**src/rtl/pdiv_pkg.sv**
```systemverilog
package pdiv_pkg;

    typedef enum logic [1:0] {
        STY_UP_CMP = 2'd0,
        STY_DN_CMP = 2'd1,
        STY_SIGN   = 2'd2,
        STY_CARRY  = 2'd3
    } count_style_e;

    typedef struct packed {
        logic meta;
        logic sync;
        logic prev;
    } sync_state_t;

    typedef struct packed {
        logic pulse;
    } out_state_t;

endpackage

```
**src/rtl/pdiv_edge_sync.sv**
```systemverilog
module pdiv_edge_sync
    import pdiv_pkg::*;
(
    input  logic clk,
    input  logic rst,
    input  logic async_in,
    output logic rise
);

    sync_state_t st_d, st_q;

    always_comb begin
        st_d      = st_q;
        st_d.meta = async_in;
        st_d.sync = st_q.meta;
        st_d.prev = st_q.sync;
    end

    always_ff @(posedge clk) begin
        if (rst) begin
            st_q <= '0;
        end else begin
            st_q <= st_d;
        end
    end

    // Single-cycle strobe when the synchronised level goes 0 -> 1
    assign rise = st_q.sync & ~st_q.prev;

endmodule

```
**src/rtl/pdiv_counter.sv**
```systemverilog
module pdiv_counter
    import pdiv_pkg::*;
#(
    parameter int DIVISOR = 10,
    parameter int STYLE   = 0
) (
    input  logic clk,
    input  logic rst,
    input  logic step,
    output logic hit
);

    localparam int K  = $clog2(DIVISOR + 1);
    localparam int CW = (STYLE == int'(STY_SIGN)) ? K + 1 : K;

    function automatic logic [CW-1:0] start_value();
        logic [CW:0] full;
        full = '0;
        case (STYLE)
            int'(STY_UP_CMP): full = '0;
            int'(STY_DN_CMP): full = (CW+1)'(DIVISOR);
            int'(STY_SIGN):   full = (CW+1)'(DIVISOR - 1);
            default:          full = (CW+1)'((64'd1 << K) - 64'(DIVISOR));
        endcase
        return full[CW-1:0];
    endfunction

    localparam logic [CW-1:0] INIT  = start_value();
    localparam logic [CW-1:0] LIMIT = CW'(DIVISOR);

    logic [CW-1:0] cnt_d, cnt_q;
    logic          hit_c;

    if (DIVISOR < 2) begin : g_bad_divisor
        $fatal(1, "pdiv_counter: DIVISOR must be at least 2");
    end

    if (STYLE == int'(STY_UP_CMP)) begin : g_up_cmp
        logic [CW-1:0] nxt;
        always_comb begin
            nxt   = cnt_q + 1'b1;
            cnt_d = cnt_q;
            hit_c = 1'b0;
            if (step) begin
                if (nxt == LIMIT) begin
                    cnt_d = INIT;
                    hit_c = 1'b1;
                end else begin
                    cnt_d = nxt;
                end
            end
        end
    end else if (STYLE == int'(STY_DN_CMP)) begin : g_dn_cmp
        logic [CW-1:0] nxt;
        always_comb begin
            nxt   = cnt_q - 1'b1;
            cnt_d = cnt_q;
            hit_c = 1'b0;
            if (step) begin
                if (nxt == '0) begin
                    cnt_d = INIT;
                    hit_c = 1'b1;
                end else begin
                    cnt_d = nxt;
                end
            end
        end
    end else if (STYLE == int'(STY_SIGN)) begin : g_sign
        logic [CW-1:0] nxt;
        always_comb begin
            nxt   = cnt_q - 1'b1;
            cnt_d = cnt_q;
            hit_c = 1'b0;
            if (step) begin
                if (nxt[CW-1]) begin
                    cnt_d = INIT;
                    hit_c = 1'b1;
                end else begin
                    cnt_d = nxt;
                end
            end
        end
    end else if (STYLE == int'(STY_CARRY)) begin : g_carry
        logic [CW:0] sum;
        always_comb begin
            sum   = {1'b0, cnt_q} + 1'b1;
            cnt_d = cnt_q;
            hit_c = 1'b0;
            if (step) begin
                if (sum[CW]) begin
                    cnt_d = INIT;
                    hit_c = 1'b1;
                end else begin
                    cnt_d = sum[CW-1:0];
                end
            end
        end
    end else begin : g_bad_style
        $fatal(1, "pdiv_counter: unknown STYLE value");
        always_comb begin
            cnt_d = cnt_q;
            hit_c = 1'b0;
        end
    end

    always_ff @(posedge clk) begin
        if (rst) begin
            cnt_q <= INIT;
        end else begin
            cnt_q <= cnt_d;
        end
    end

    assign hit = hit_c;

endmodule

```
**src/rtl/pulse_rate_div.sv**
```systemverilog
module pulse_rate_div
    import pdiv_pkg::*;
#(
    parameter int DIVISOR = 10,
    parameter int STYLE   = 0
) (
    input  logic clk,
    input  logic rst,
    input  logic pin_in,
    output logic pulse_out
);

    logic       edge_seen;
    logic       term_hit;
    out_state_t os_d, os_q;

    pdiv_edge_sync i_sync (
        .clk      (clk),
        .rst      (rst),
        .async_in (pin_in),
        .rise     (edge_seen)
    );

    pdiv_counter #(
        .DIVISOR (DIVISOR),
        .STYLE   (STYLE)
    ) i_count (
        .clk  (clk),
        .rst  (rst),
        .step (edge_seen),
        .hit  (term_hit)
    );

    always_comb begin
        os_d       = os_q;
        os_d.pulse = term_hit;
    end

    always_ff @(posedge clk) begin
        if (rst) begin
            os_q <= '0;
        end else begin
            os_q <= os_d;
        end
    end

    assign pulse_out = os_q.pulse;

endmodule

```
**config.mk**
```make
export PLATFORM = sky130hd
export DESIGN_NAME = pulse_rate_div
export DESIGN_NICKNAME = d
export VERILOG_FILES = /design/src/rtl/pdiv_pkg.sv /design/src/rtl/pdiv_edge_sync.sv /design/src/rtl/pdiv_counter.sv /design/src/rtl/pulse_rate_div.sv
export SDC_FILE = /design/constraint.sdc
export NUM_CORES = 1
export LEC_CHECK = 0
export ABC_CLOCK_PERIOD_IN_PS = 2420
export BUFFER_PORTS_ARGS = -buffer_cell sky130_fd_sc_hd__buf_2
export CAP_MARGIN = 5
export CORE_AREA = 2 2 39 41
export DETAILED_ROUTE_END_ITERATION = 12
export DIE_AREA = 0 0 41 43
export GPL_ROUTABILITY_DRIVEN = 0
export PLACE_DENSITY = 0.54
export SLEW_MARGIN = 10
export SYNTH_ARGS = -nofsm -noshare
export SYNTH_HDL_FRONTEND = slang
export SYNTH_SLANG_ARGS = --single-unit
```
**constraint.sdc**
```tcl
create_clock -name clk -period 2.42 [get_ports clk]
set_input_delay 0.242 -clock clk [delete_from_list [all_inputs] [get_ports clk]]
set_output_delay 0.242 -clock clk [all_outputs]
set_load 0.01 [all_outputs]
```
# == After elaboration in Yosys (flattened, before gate mapping) ==
# Cells that the tools add are included.
# totals
regBits,8
inputBits,3
out_inout_bits,1
wordCells,13
# op_classes
n_addsub,1
n_eq_ne,1
muxes,2
n_bitwise,3
n_reduce_logical,1
# ops
op,n
"4-bit by 1-bit adder with 4-bit output, second input constant",1
"4-bit equality test, second input constant",1
4-bit two-way mux,1
1-bit inverter,2
2-bit OR reduction,1
1-bit AND,1
1-bit two-way mux,1

# == Logic depth before layout (Yosys ltp) ==
# Gate-level depths: netlist of run 1.
# logic_depth
depth_word,4
depth_mapped,5
ltp_nobuf,5

# == By module ==
# Synthesis of run 1 repeated with hierarchy kept, for this count alone.
# hier_totals
cells_unflattened,32
area_unflattened_um2,340.3
# modules_own_cells
mod,n_inst,cells_per_inst,area_each_um2,seq_area_each_um2
pdiv_counter,1,23,219.0,80.1
pdiv_edge_sync,1,7,87.6,60.1
pulse_rate_div,1,2,33.8,20.0

# == Worst setup path after synthesis of run 1 ==
# OpenSTA, ideal clock, no wires.
# synth_timing
path_type,register to register
from,register i_count.cnt_q[1]
to,register i_count.cnt_q[1]
setup_ns,0.087
arrival_time_ns,1.192
required_ns,2.333
slack_ns,1.141
path_stages_with_launch,5
period_less_slack_ns,1.279
path_cell_list,dfxtp_1 -> inv_1 -> ha_1 -> or3_1 -> o31ai_1
# synth_via
elab_chain_len,3
# synth_lines
element,line_no,text
start: declaration,pdiv_counter.sv:31,"logic [CW-1:0] cnt_d, cnt_q;"
start signal: assignment,pdiv_counter.sv:110,cnt_q <= cnt_d;
4-bit by 1-bit adder with 4-bit output *,pdiv_counter.sv:41,nxt = cnt_q + 1'b1;
4-bit equality test,pdiv_counter.sv:45,if (nxt == LIMIT) begin
4-bit two-way mux *,pdiv_counter.sv:45,
# Mark *: on every way between the ends. The rest lies on a longest branch, timed or not.
# A chain may end at the register's enable or synchronous reset.

# == Worst setup path after layout of run 1 ==
# layout_timing
from,register i_count.cnt_q[0]
to,register i_count.cnt_q[0]
# The elaborated chain is that of the path after synthesis.

==> results of run 1 <==
-- area by class of cell --
type                            count  area [um2]
Fill cell                         151         943
Multi-Input combinational cell     30         211
Sequential cell                     8         160
Clock buffer                        3        22.5
Tap cell                           16        20.0
Timing Repair Buffer                3        15.0
Inverter                            3        11.3
-- where the power goes --
| group | total, W | leakage, nW | switching, W | internal [W] |
|---|---|---|---|---|
| clock | 0.0000971 | 0.0138 | 0.0000407 | 0.0000564 |
| combinational | 0.0000122 | 0.0902 | 0.00000668 | 0.00000555 |
| sequential | 0.000138 | 0.0651 | 0.00000312 | 0.000135 |
-- synthesized netlist by cell type --
cell / number
nor3b_1: 1
a21oi_2: 1
xnor2_1: 2
a211oi_1: 1
o31ai_1: 1
nor2_1: 1
a31oi_1: 2
nand3_1: 4
nor2b_1: 4
inv_1: 3
dfxtp_1: 8
nand2b_1: 2
or3_1: 1
nand3b_1: 2
o211a_1: 1
a21bo_1: 1
a21oi_1: 1
nand2_1: 2
ha_1: 2
a311o_1: 1
-- routing by layer --
layer  routed length (um)  part of all wire, %  global-route usage, %  up-vias
li1                     -                    -                      -      161
met1                  301                   48                   12.8      150
met2                  292                   46                   13.4        9
met3                   37                  5.9                   7.85        0
met4                    0                    0                      0        0
met5                    0                    0                      0        -
-- registers in the layout, indices dropped and copies added (netlist names) --
signal	flops
i_sync.st_q	1
i_count.cnt_q	4
pulse_out	1
i_sync.st_d	2
-- cell families (layout without fill, tap and decap cells) --
logic type / count (synthesis) / count (layout) / share of synthesized area [%]
xor+xnor: 2 / 2 / 4.58
fa+ha+maj: 2 / 2 / 6.53
buf+inv: 3 / 9 / 2.94
flops: 8 / 8 / 41.8
compound gates: 9 / 9 / 18.6
simple gates: 17 / 17 / 25.5
-- stage by stage --
step / worst slack, ns / cells / hold WS (ns)
floorplan: 1.14 / 41 / 0.304
global placement: 1.05 / 60 / 0.422
detailed placement: 1.04 / 60 / 0.440
CTS: 1.03 / 63 / 0.212
global route: 0.925 / 63 / 0.220
finish: 1.04 / 63 / 0.217
-- worst paths after layout --
check / from / endpoint / slack (ns) / cells after the start
worst min register to register: i_sync.st_d[1] / i_sync.st_d[0] / 0.45 / 1
worst max-delay path: i_count.cnt_q[0] / i_count.cnt_q[0] / 1.04 / 4
worst max register to register: i_count.cnt_q[0] / i_count.cnt_q[0] / 1.04 / 4
worst min-delay path: pin_in / i_sync.st_d[1] / 0.22 / 2
==> results.toml, run 1 <==
[run_status]
status = "completed"

[floorplanning]
coreArea_um2 = 1380
io_pins = 4
die_y_um = 43
die_w_um = 41
initial_core_util_pct = 27.7
num_rows = 14
die_area_um2 = 1760

[yosys]
syn_nets = 46
yosysTopAreaCell = "dfxtp_1"
synth.area.top_cells = "dfxtp_1 42%, ha_1 6.5%, nor2b_1 6.5%"
syn_area_per_cell_um2 = 9.34
ys_warn_count = 0
synth_cell_types = 20
syn_area_um2 = 383
synth_top_area_share_pct = 41.8
syn_inst = 41
ys_seq_area_share_pct = 41.8
ys_ff_latch = 8

[worst_setup_path]
critical-path-slowest-cell = "dfxtp_1"
cp_top_family = "compound AO/OA/AOI/OAI gates"
path_class = "reg2reg"
critical_path.max_stage_delay_ns = 0.46
crit_required_ns = 2.60
cp-end-kind = "flip-flop"
worst-path-buf-inv = 0
critPathLaunchType = "flip-flop"
critPathMaxFanout = 8
worstPathArrival_ns = 1.56
crit_chain = "ha_1 -> xnor2_1 -> a311o_1 -> a21oi_2"

[timing]
fin_crit_ns = 1.38
maxSlewHeadroom_pct = 79.9
fin_setup_tns_ns = 0
setup_viol = 0
tightest_slew_ns = 0.301
finClkSkew_ns = 0.00824
rsz0062_at_grt = "false"
min_period_over_period_pct = 57.2
hold_viol = 0
fmax_mhz = 723
slew_viol_final = 0

[global_route]
track_usage_pct = 9.81
grt_pass1_vias = 282
grt_max_degree = 9
grt-ovfl-total = 0
grt_pass1_wl_mm = 1.14
antenna_found_initial = 0

[finish]
num_antenna_cells = 0
drive_gt1_share_pct = 14.9
design_area_um2 = 440
mostFrequentLayoutCell = "dfxtp_1"
area_growth_pct = 15.0
final_nets = 54
layout_common_cells = "8 x dfxtp_1, 4 x nand3_1, 4 x nor2b_1"
fin_util_pct = 31.8

[flow_run]
maxCapViolations = 0

[route]
drtPass1Iterations = 6
routed_wl_um = 632
drt-vias-per-instance = 5.08
post-route-drc-count = 0
first_iter_violations = 7
routed-via-count = 320
final_antenna_net_count = 0
avgRoutedWirePerCell_um = 10.0

[cts]
post-cts-setup-buffers = 0
tritoncts = "yes"
htree_levels = 1
cts.sinks = 8
clock-root-buffer = "clkbuf_4"
ctsResizeCount = 0
holdBufCountCts = 0
clk_pin_slew_worst_paths_ns = 0.05
clkLatencyLatePin_ns = 0.25
cts_buffer_depth = 2
cts_buffers = 3

[pwr]
fin_total_pwr_w = 0.000248
peakVddDrop_mv = 0.346
leakage_nw = 0.169
power_density_nw_per_um2 = 562

[placement]
dp.final_hpwl_um = 470
dpl_cell_area_um2 = 418
io_buffers = 3

[worst_hold_path]
hp-class = "in2reg"
Note: power is estimated with default switching activity, not from simulation.
==> run 2, diff against run 1 <==
--- a/config.mk
+++ b/config.mk
@@ -5,7 +5,7 @@
 export SDC_FILE = /design/constraint.sdc
 export NUM_CORES = 1
 export LEC_CHECK = 0
-export ABC_CLOCK_PERIOD_IN_PS = 2420
+export ABC_CLOCK_PERIOD_IN_PS = 1400
 export BUFFER_PORTS_ARGS = -buffer_cell sky130_fd_sc_hd__buf_2
 export CAP_MARGIN = 5
 export CORE_AREA = 2 2 39 41
==> constraint.sdc (replaced) <==
create_clock -name clk -period 1.4 [get_ports clk]
set_input_delay 0.14 -clock clk [delete_from_list [all_inputs] [get_ports clk]]
set_output_delay 0.14 -clock clk [all_outputs]
set_load 0.01 [all_outputs]
==> run 2 against run 1 <==
  * Count of clock-buffer cells in the layout unchanged
  * Hold slack got worse by 0.11 ns
  * Sequential power increased by 72%
  * Utilization increased by 1.4 points
  * Critical path depth unchanged
  * Critical path type unchanged
==> results.toml, run 2 (synthesis gave the netlist of run 1 again) <==
[run_status]
status = "completed"

[flow_run]
maxCapViolations = 0

[cts]
cts_buffer_depth = 2
cts.sinks = 8
holdBufCountCts = 0
clock-root-buffer = "clkbuf_4"
cts_buffers = 3
clkLatencyLatePin_ns = 0.26
htree_levels = 1
tritoncts = "yes"
clk_pin_slew_worst_paths_ns = 0.05

[global_route]
grt_pass1_vias = 304
antenna_found_initial = 0
grt_pass1_wl_mm = 1.10
grt-ovfl-total = 0
track_usage_pct = 9.57
grt_max_degree = 9

[route]
first_iter_violations = 4
final_antenna_net_count = 0
post-route-drc-count = 0
avgRoutedWirePerCell_um = 10.2
routed_wl_um = 665
drt-vias-per-instance = 4.78
routed-via-count = 311
drtPass1Iterations = 3

[floorplanning]
initial_core_util_pct = 27.7
die_area_um2 = 1760
num_rows = 14
die_y_um = 43
die_w_um = 41
io_pins = 4
coreArea_um2 = 1380

[worst_setup_path]
worstPathArrival_ns = 1.47
crit_required_ns = 1.59
path_class = "reg2reg"
r2r_cells = 4
r2r_slack_ns = 0.12
critPathMaxFanout = 5
critPathLaunchType = "flip-flop"
r2r-end = "i_count.cnt_q[0]"
cp-end-kind = "flip-flop"
reg2reg_from = "i_count.cnt_q[0]"
crit_start = "i_count.cnt_q[0]"

[placement]
io_buffers = 3
dp_cells = 62
dp.final_hpwl_um = 495

[timing]
fin_setup_tns_ns = 0
rsz0062_at_grt = "false"
setup_viol = 0
slew_viol_final = 0
maxSlewHeadroom_pct = 86.2
fin_crit_ns = 1.28
tightest_slew_ns = 0.207
finClkSkew_ns = 0.00594
fmax_mhz = 781
min_period_over_period_pct = 91.4
hold_viol = 0

[worst_hold_path]
min_from = "pin_in"
holdPathStages = 2
hp-class = "in2reg"
holdPathEnd = "i_sync.st_d[1]"

[finish]
num_antenna_cells = 0
mostFrequentLayoutCell = "dfxtp_1"
layout_common_cells = "8 x dfxtp_1, 4 x nand3_1, 4 x nor2b_1"
final_nets = 56
largest_reg_flops = 4
area_growth_pct = 20.3
stdcell_count = 65
largest-register = "i_count.cnt_q"
drive_gt1_share_pct = 20.4
fin_util_pct = 33.3

[pwr]
sequentialPowerShare_pct = 53.9
swShare_pct = 21.9
power_density_nw_per_um2 = 954
p_comb_share_pct = 6.0
leakage_nw = 0.180
p_sw_w = 0.0000963
intPower_w = 0.000343
peakVddDrop_mv = 0.551
fin_total_pwr_w = 0.000439
clkPwrFrac_pct = 40.1
run 2: per-stage QoR:
step           instance area (um2)  setup WS [ns]  hold slack, ns
6_report                       460          0.120           0.108
5_1_grt                        460         0.0358           0.101
4_1_cts                        455         0.0644           0.101
3_5_place_dp                   433         0.0737           0.367
3_3_place_gp                   433         0.0556           0.369
2_1_floorplan                  383          0.121           0.202
run 2: power groups by stage:
stage                     Combinational, W  Clock [W]  Sequential [W]
after floorplan                  0.0000136          0        0.000242
after global placement           0.0000260          0        0.000242
after detailed placement         0.0000259          0        0.000242
after CTS                        0.0000262   0.000186        0.000237
after global routing             0.0000286   0.000194        0.000237
final                            0.0000263   0.000176        0.000237
run 2: final cells by class:
cell class	count	area, um2
fillers	142	923
multi-input cells	30	216
flip-flops and latches	8	160
repair buffers	5	30.0
clock buffers	3	22.5
well taps	16	20.0
inverters	3	11.3
run 2: worst max-delay path by stage:
| stage | to | slack, ns |
|---|---|---|
| after floorplan | i_count.cnt_q[1] | 0.12 |
| after global placement | i_count.cnt_q[1] | 0.06 |
| after detailed placement | i_count.cnt_q[1] | 0.07 |
| after CTS | i_count.cnt_q[1] | 0.06 |
| after global routing | i_count.cnt_q[3] | 0.04 |
| final | i_count.cnt_q[0] | 0.12 |
run 2: what timing repair did:
item / 4_1_cts / 5_1_grt
buffers inserted: 0 / 0
setup endpoints to repair: 0 / 2
resized for setup: 0 / 1
run 2: routing by layer:
metal / global-route usage [%] / share of wire (%) / up-vias / wire [um]
met4: 2.00 / 0 / 0 / 0
met2: 15.0 / 48 / 6 / 320
met1: 9.42 / 46 / 143 / 303
met5: 0 / 0 / - / 0
li1: - / - / 162 / -
met3: 7.85 / 6.2 / 0 / 41
run 2: worst max-delay path: stages (launching register included):
cell and delay, ns:
dfxtp_1 0.34, ha_1 0.27, xnor2_1 0.14, a311o_1 0.36
a21oi_2 0.10
